<file path="src/rtl/cis_pkg.sv">
// Shared types for the processor idle disconnect sequencer.
// Assumes: one special cycle kind bit, 0 for Halt and 1 for Stop Grant.
package cis_pkg;
    typedef enum logic [2:0] {
        ST_IDLE,
        ST_COLLECT,
        ST_DISC_REQ,
        ST_DISCONNECTED,
        ST_SR_REQ,
        ST_FWD,
        ST_RECONN,
        ST_PROBE
    } seq_state_t;

    localparam logic KIND_HALT = 1'b0;
    localparam logic KIND_STPG = 1'b1;
endpackage

</file>
<file path="src/rtl/cis_stpg_collect.sv">
// Collects Stop Grant arrivals, one flag per processor.
// Assumes: arrive is gated by the sequencer, mask is nonzero.
// set_done pulses in the cycle the last present processor arrives, and the flags then clear.
module cis_stpg_collect #(
    parameter int NUM_CPU = 2,
    parameter int IDX_W   = 1
) (
    input  logic               clk,
    input  logic               rst_n,
    input  logic [NUM_CPU-1:0] mask,
    input  logic               arrive,
    input  logic [IDX_W-1:0]   arrive_cpu,
    output logic               set_done
);
    logic [NUM_CPU-1:0] seen_q;
    logic [NUM_CPU-1:0] hit;

    // Per-processor flag including the current arrival, masked by presence.
    for (genvar i = 0; i < NUM_CPU; i++) begin : g_hit
        assign hit[i] = mask[i] & (seen_q[i] | (arrive && (arrive_cpu == IDX_W'(i))));
    end

    assign set_done = arrive && (hit == mask) && (|mask);

    // Flag register: emptied on completion, merged on every other arrival.
    always_ff @(posedge clk) begin
        if (!rst_n)        seen_q <= '0;
        else if (set_done) seen_q <= '0;
        else if (arrive)   seen_q <= hit;
    end
endmodule

</file>
<file path="src/rtl/cis_fsm.sv">
// Main sequencer: forward path, disconnect handshake, self-refresh, probe reconnect.
// Assumes: acks only while the matching request is high, ready eventually follows connect.
// Outputs are decoded from the state register, so each follows its transition by one edge.
module cis_fsm
    import cis_pkg::*;
(
    input  logic clk,
    input  logic rst_n,
    input  logic cfg_halt_lp,
    input  logic cfg_stpg_lp,
    input  logic sc_valid,
    input  logic sc_kind,
    input  logic stpg_done,
    input  logic bus_activity,
    input  logic cpu_ready,
    input  logic sr_ack,
    input  logic fwd_ack,
    input  logic probe_req,
    input  logic probe_done,
    output logic accept_stpg,
    output logic cpu_connect,
    output logic sr_req,
    output logic fwd_req,
    output logic fwd_kind,
    output logic probe_go
);
    seq_state_t state_q, state_d;
    logic lp_q, lp_d, kind_q, kind_d;
    logic sr_pend_q, sr_pend_d, fwd_pend_q, fwd_pend_d, wake_q, wake_d;
    logic open_st;

    assign open_st     = (state_q == ST_IDLE) || (state_q == ST_COLLECT);
    assign accept_stpg = open_st && sc_valid && (sc_kind == KIND_STPG);

    // Next-state and sequencing flags.
    always_comb begin
        state_d    = state_q;
        lp_d       = lp_q;
        kind_d     = kind_q;
        sr_pend_d  = sr_pend_q;
        fwd_pend_d = fwd_pend_q;
        wake_d     = wake_q;
        unique case (state_q)
            ST_IDLE, ST_COLLECT: begin
                if (state_q == ST_IDLE && sc_valid && sc_kind == KIND_HALT) begin
                    kind_d     = KIND_HALT;
                    lp_d       = cfg_halt_lp;
                    sr_pend_d  = 1'b0;
                    fwd_pend_d = 1'b1;
                    state_d    = cfg_halt_lp ? ST_DISC_REQ : ST_FWD;
                end else if (stpg_done) begin
                    kind_d     = KIND_STPG;
                    lp_d       = cfg_stpg_lp;
                    sr_pend_d  = cfg_stpg_lp;
                    fwd_pend_d = 1'b1;
                    state_d    = cfg_stpg_lp ? ST_DISC_REQ : ST_FWD;
                end else if (accept_stpg) begin
                    state_d = ST_COLLECT;
                end
            end
            ST_DISC_REQ: begin
                if (!cpu_ready)
                    state_d = sr_pend_q ? ST_SR_REQ : (fwd_pend_q ? ST_FWD : ST_DISCONNECTED);
            end
            ST_SR_REQ: begin
                if (sr_ack) begin
                    sr_pend_d = 1'b0;
                    state_d   = ST_FWD;
                end
            end
            ST_FWD: begin
                if (fwd_ack) begin
                    fwd_pend_d = 1'b0;
                    state_d    = lp_q ? ST_DISCONNECTED : ST_IDLE;
                end
            end
            ST_DISCONNECTED: begin
                if (bus_activity) begin
                    wake_d  = 1'b1;
                    state_d = ST_RECONN;
                end else if (probe_req) begin
                    state_d = ST_RECONN;
                end
            end
            ST_RECONN: begin
                if (bus_activity) wake_d = 1'b1;
                if (cpu_ready) begin
                    if (wake_q || bus_activity) begin
                        wake_d  = 1'b0;
                        lp_d    = 1'b0;
                        state_d = ST_IDLE;
                    end else begin
                        state_d = ST_PROBE;
                    end
                end
            end
            ST_PROBE: begin
                if (bus_activity) wake_d = 1'b1;
                if (probe_done) begin
                    if (wake_q || bus_activity) begin
                        wake_d  = 1'b0;
                        lp_d    = 1'b0;
                        state_d = ST_IDLE;
                    end else begin
                        state_d = ST_DISC_REQ;
                    end
                end
            end
            default: state_d = ST_IDLE;
        endcase
    end

    // State and flag registers with synchronous reset.
    always_ff @(posedge clk) begin
        if (!rst_n) begin
            state_q    <= ST_IDLE;
            lp_q       <= 1'b0;
            kind_q     <= KIND_HALT;
            sr_pend_q  <= 1'b0;
            fwd_pend_q <= 1'b0;
            wake_q     <= 1'b0;
        end else begin
            state_q    <= state_d;
            lp_q       <= lp_d;
            kind_q     <= kind_d;
            sr_pend_q  <= sr_pend_d;
            fwd_pend_q <= fwd_pend_d;
            wake_q     <= wake_d;
        end
    end

    // Output decode from the registered state.
    always_comb begin
        cpu_connect = !((state_q == ST_DISC_REQ) || (state_q == ST_DISCONNECTED) ||
                        (state_q == ST_SR_REQ) || ((state_q == ST_FWD) && lp_q));
        sr_req   = (state_q == ST_SR_REQ);
        fwd_req  = (state_q == ST_FWD);
        fwd_kind = kind_q;
        probe_go = (state_q == ST_PROBE);
    end
endmodule

</file>
<file path="src/rtl/cpu_idle_sequencer.sv">
// Top level: wires the Stop Grant collector to the sequencer.
// Assumes: special cycles are presented one per cycle with the issuing processor index.
module cpu_idle_sequencer #(
    parameter int  NUM_CPU = 2,
    localparam int IDX_W   = (NUM_CPU > 1) ? $clog2(NUM_CPU) : 1
) (
    input  logic               clk,
    input  logic               rst_n,
    input  logic               cfg_halt_lp,
    input  logic               cfg_stpg_lp,
    input  logic [NUM_CPU-1:0] cfg_cpu_mask,
    input  logic               sc_valid,
    input  logic               sc_kind,
    input  logic [IDX_W-1:0]   sc_cpu,
    input  logic               bus_activity,
    input  logic               cpu_ready,
    output logic               cpu_connect,
    output logic               sr_req,
    input  logic               sr_ack,
    output logic               fwd_req,
    output logic               fwd_kind,
    input  logic               fwd_ack,
    input  logic               probe_req,
    input  logic               probe_done,
    output logic               probe_go
);
    logic accept_stpg;
    logic stpg_done;

    cis_stpg_collect #(.NUM_CPU(NUM_CPU), .IDX_W(IDX_W)) u_collect (
        .clk        (clk),
        .rst_n      (rst_n),
        .mask       (cfg_cpu_mask),
        .arrive     (accept_stpg),
        .arrive_cpu (sc_cpu),
        .set_done   (stpg_done)
    );

    cis_fsm u_fsm (
        .clk          (clk),
        .rst_n        (rst_n),
        .cfg_halt_lp  (cfg_halt_lp),
        .cfg_stpg_lp  (cfg_stpg_lp),
        .sc_valid     (sc_valid),
        .sc_kind      (sc_kind),
        .stpg_done    (stpg_done),
        .bus_activity (bus_activity),
        .cpu_ready    (cpu_ready),
        .sr_ack       (sr_ack),
        .fwd_ack      (fwd_ack),
        .probe_req    (probe_req),
        .probe_done   (probe_done),
        .accept_stpg  (accept_stpg),
        .cpu_connect  (cpu_connect),
        .sr_req       (sr_req),
        .fwd_req      (fwd_req),
        .fwd_kind     (fwd_kind),
        .probe_go     (probe_go)
    );
endmodule

</file>
<file path="config.mk">
export PLATFORM = sky130hd
export DESIGN_NAME = cpu_idle_sequencer
export DESIGN_NICKNAME = d
export VERILOG_FILES = /design/src/rtl/cis_pkg.sv /design/src/rtl/cis_stpg_collect.sv /design/src/rtl/cis_fsm.sv /design/src/rtl/cpu_idle_sequencer.sv
export SDC_FILE = /design/constraint.sdc
export NUM_CORES = 1
export LEC_CHECK = 0
export BUFFER_PORTS_ARGS = -buffer_cell sky130_fd_sc_hd__clkbuf_2
export CAP_MARGIN = 30
export CORE_AREA = 2 2 44 46
export CTS_BUF_LIST = sky130_fd_sc_hd__clkbuf_8 sky130_fd_sc_hd__clkbuf_16
export CTS_CLUSTER_SIZE = 8
export DETAILED_ROUTE_END_ITERATION = 10
export DIE_AREA = 0 0 46 48
export PLACE_DENSITY = 0.72
export SLEW_MARGIN = 20
export SYNTH_ARGS = -nofsm -noshare
export SYNTH_HDL_FRONTEND = slang
export SYNTH_SLANG_ARGS = --single-unit
</file>
<file path="constraint.sdc">
create_clock -name clk -period 2.3 [get_ports clk]
set_input_delay 0.115 -clock clk [delete_from_list [all_inputs] [get_ports clk]]
set_output_delay 0.115 -clock clk [all_outputs]
set_load 0.02 [all_outputs]
</file>
==> impl.org <==
** Route
- Initial DRT Pass Iterations :: 4
- In the routed design, unresolved DRC markers number 0.
- Via density :: between 6 and 7
- Routed Antenna Nets :: 0
- Total wire length after detailed routing :: 2060 µm
- DR iter-0 viols :: 23
- Detailed-route wire length per cell :: 15.04 µm
- The final route contains 858 vias.

** Synth
- The number of different library cells used by synthesis comes to 41.
- After technology mapping, the gate count stands at 102.
- Average footprint of a synthesized cell :: 8.035 µm²
- Yosys top cell area share :: approximately a quarter
- Ranked by instance count, the synthesized netlist is headed by a21oi_1, dfxtp_1, nor2_1.
- Seq/Total Area, Yosys :: 24.43%
- Count of flip-flops with a built-in enable after synthesis :: 0
- For this run, asynchronously set or reset flops after synthesis account for 0%.
- Synthesis produced a netlist with a net count of 117.
- Post-synthesis instance area :: 819.5 µm²
- Yosys printed 0 warnings.
- Total of flip-flops plus latches after synthesis :: 10
- By area the synthesized netlist is led by dfxtp_1, a21oi_1, mux4_2.
- For this run, the leading register cell type out of synthesis is dfxtp_1.
- Library cell with the largest summed area after synthesis :: dfxtp_1

** Timing
- Setup violations remaining at the end of the flow were counted as 0.
- Final Hold Viols :: 0
- Of the available clock period, the critical path in the final layout requires 87.22%.
- Based on the critical path, the design can be clocked at up to 498.5 MHz.
- The max-slew violation count came to 0.
- Slew @ Worst Pin :: 577.7 ps
- Unrepaired setup endpoints after global routing :: false
- Total Neg Setup Slack :: 0 ps
- Max_slew headroom :: 61.43%
- Clock skew on the completed layout was measured at 3.892 ps.
- Final critical-path required period :: 2006 ps

** Worst setup path
- Library cell contributing the largest single delay on the critical path :: nor4_4
- The worst setup path is launched from a flip-flop.
- In this run the worst path has a maximum fanout of 16.
- Cell breakdown of the critical path :: nand4bb_4, nor4_4, a22oi_1, a311oi_1
- Setup Crit Path Kind :: reg2reg
- The worst setup path is captured at a flip-flop.
- The largest single stage delay on the critical path is 530 ps.
- Required time worst endpoint :: 2440 ps
- Data on the critical path arrives at its endpoint at 2140 ps.

** Clocking
- CTS sink cnt :: 10
- Clock tree buffer depth :: 2
- Depth of the CTS H-tree :: 1
- Clock-pin slew was measured on the worst setup and hold paths at 50 ps.
- Post-CTS Repair Setup Buffers :: 0
- Clock tree from TritonCTS :: built
- Buffers inserted to repair hold after CTS numbered 0.
- For the worst-skew pair, the clock arrives at the later sink with an insertion delay of 240 ps.
- CTS Root Buffer Type :: clkbuf_8
- TritonCTS created 3 clock buffers.
- Post-cts gate resize count :: 0

** Outcome
- Status :: completed

** Floorplanning
- Die Wd :: roughly 46 µm
- Once the floorplan was initialized, standard cells occupied around half of the core.
- Height of the die :: ~48 µm
- During I/O placement, the number of pins put on the boundary was 20.
- Number of placement rows :: 15
- The region available for standard cell placement spans 1689 µm².
- The die covers 2208 µm².

** Layout
- Core occupancy in the finished layout :: a little under three fifths
- The finished layout holds 137 standard cells, fillers aside.
- Counting the fill cells in the layout gives ~170.
- The area growth from synthesis to layout is 17.10%.
- 0 antenna diodes ended up in the layout.
- Of the cells placed in the final design, the portion with a size suffix greater than 1 is 24.17%.
- Fin nets :: around 140

** Worst hold path
- Worst min-delay path category :: in2reg

** Placed design
- Input and output buffers added on the ports amount to 19.
- Cells after DPL :: 133
- The HPWL after detailed placement is 1558 µm.
- Routability-driven placement finished with a final weighted congestion of 0.9108.

** Global routing
- The number of antenna violations at the first check in global routing is 0.
- In the global route stage, overall resource usage came out at 19.94%.
- Pin count of the biggest net entering global routing :: 18
- The number of global-route vias before repair came to 757.
- After global routing the overflow that remains totals 0.
- The first global-routing pass estimated 3146 µm of wire.

** Job
- Count of max-cap constraint violations :: 0

** Power and ir drop
- Static Leakage :: 0.4030 nW
- VDD sags by at most 0.4986 mV.
- Power per unit of standard cell area :: 1090 nW/µm²
==> cells in the final DEF (no fill, tap or decap), types with 2 or more instances in the layout <==
master / n
nand2_1: 5
nor3_1: 7
o21ai_0: 4
a21oi_1: 10
clkbuf_8: 4
mux4_2: 2
nand2b_1: 3
clkbuf_2: 19
nor2b_1: 6
or3_1: 4
a22oi_1: 2
nor3b_1: 2
nor2_1: 8
a31oi_1: 2
inv_1: 6
dfxtp_1: 10
a311oi_1: 2
==> power by group <==
group | total [W] | switching (W) | internal [W]
logic | 0.000497 | 0.000257 | 0.000239
clock network | 0.000225 | 0.0000741 | 0.000151
registers | 0.000325 | 0.000110 | 0.000215
total | 0.00105 | 0.000441 | 0.000606
==> worst max-delay path: cells and delay by family (launching register included) <==
kind / cells / cell delay [ps]
DFF: 1 / 490
AOI/OAI and AO/OA: 2 / 560
and+or+nand+nor: 2 / 860
==> per-stage QoR <==
stage / power (W) / area [µm²] / hold slack, ps / worst slack [ps]
floorplan: 0.0007212 / 819.5 / 249.8 / 662.1
global placement: 0.0007993 / 904.6 / 398.0 / 425.7
detailed placement: 0.0008129 / 904.6 / 395.1 / 321.5
CTS: 0.001047 / 959.7 / 142.1 / 304.7
global route: 0.001109 / 959.7 / 167.0 / 208.7
finish: 0.001046 / 959.7 / 148.2 / 294.0
==> routing by layer <==
metal	up-vias	part of all wire, %	wire length (µm)	global-route usage (%)
met1	401	41	842	20.95
met5	-	0	0	0
met3	4	5.9	121	6.415
met4	0	0.68	14	4.000
li1	424	-	-	-
met2	29	53	1083	38.61
==> flip-flops by register name, indices dropped and copies added (netlist names) <==
register and cells:
u_fsm.state_q 3, u_fsm.fwd_kind 1, u_fsm.lp_q 1, u_collect.seen_q 2, u_fsm.wake_q 1, u_fsm.fwd_pend_q 1, u_fsm.sr_pend_q 1
==> cell families after synthesis <==
group | after synthesis | synth area share (%)
AO/OA/AOI/OAI | 33 | 27.33
buffers and inverters | 12 | 7.480
AND/OR/NAND/NOR | 44 | 34.05
flip-flops | 10 | 24.43
multiplexers | 3 | 6.717
==> area by class of cell <==
class / instances / area [µm²] / area share [%]
clock buffers: 4 / 55.05 / 5.737
repair buffers: 20 / 102.6 / 10.69
flip-flops and latches: 10 / 200.2 / 20.86
inverters: 6 / 22.52 / 2.347
multi-input cells: 80 / 558.0 / 58.15
well taps: 17 / 21.27 / 2.216
==> worst paths after layout <==
kind / cells past startpoint / startpoint / slack, ps / to
setup / recovery: 4 / u_fsm.state_q[1]$_SDFFE_PN0P_ / 290 / u_fsm.state_q[1]$_SDFFE_PN0P_
hold / removal: 3 / rst_n / 150 / u_collect.seen_q[0]$_SDFFE_PP0N_
setup reg to reg: 4 / u_fsm.state_q[1]$_SDFFE_PN0P_ / 290 / u_fsm.state_q[1]$_SDFFE_PN0P_
hold reg to reg: 2 / u_fsm.fwd_pend_q$_SDFFE_PN0P_ / 480 / u_fsm.fwd_pend_q$_SDFFE_PN0P_
No activity file was read; power rests on OpenSTA's default activity.
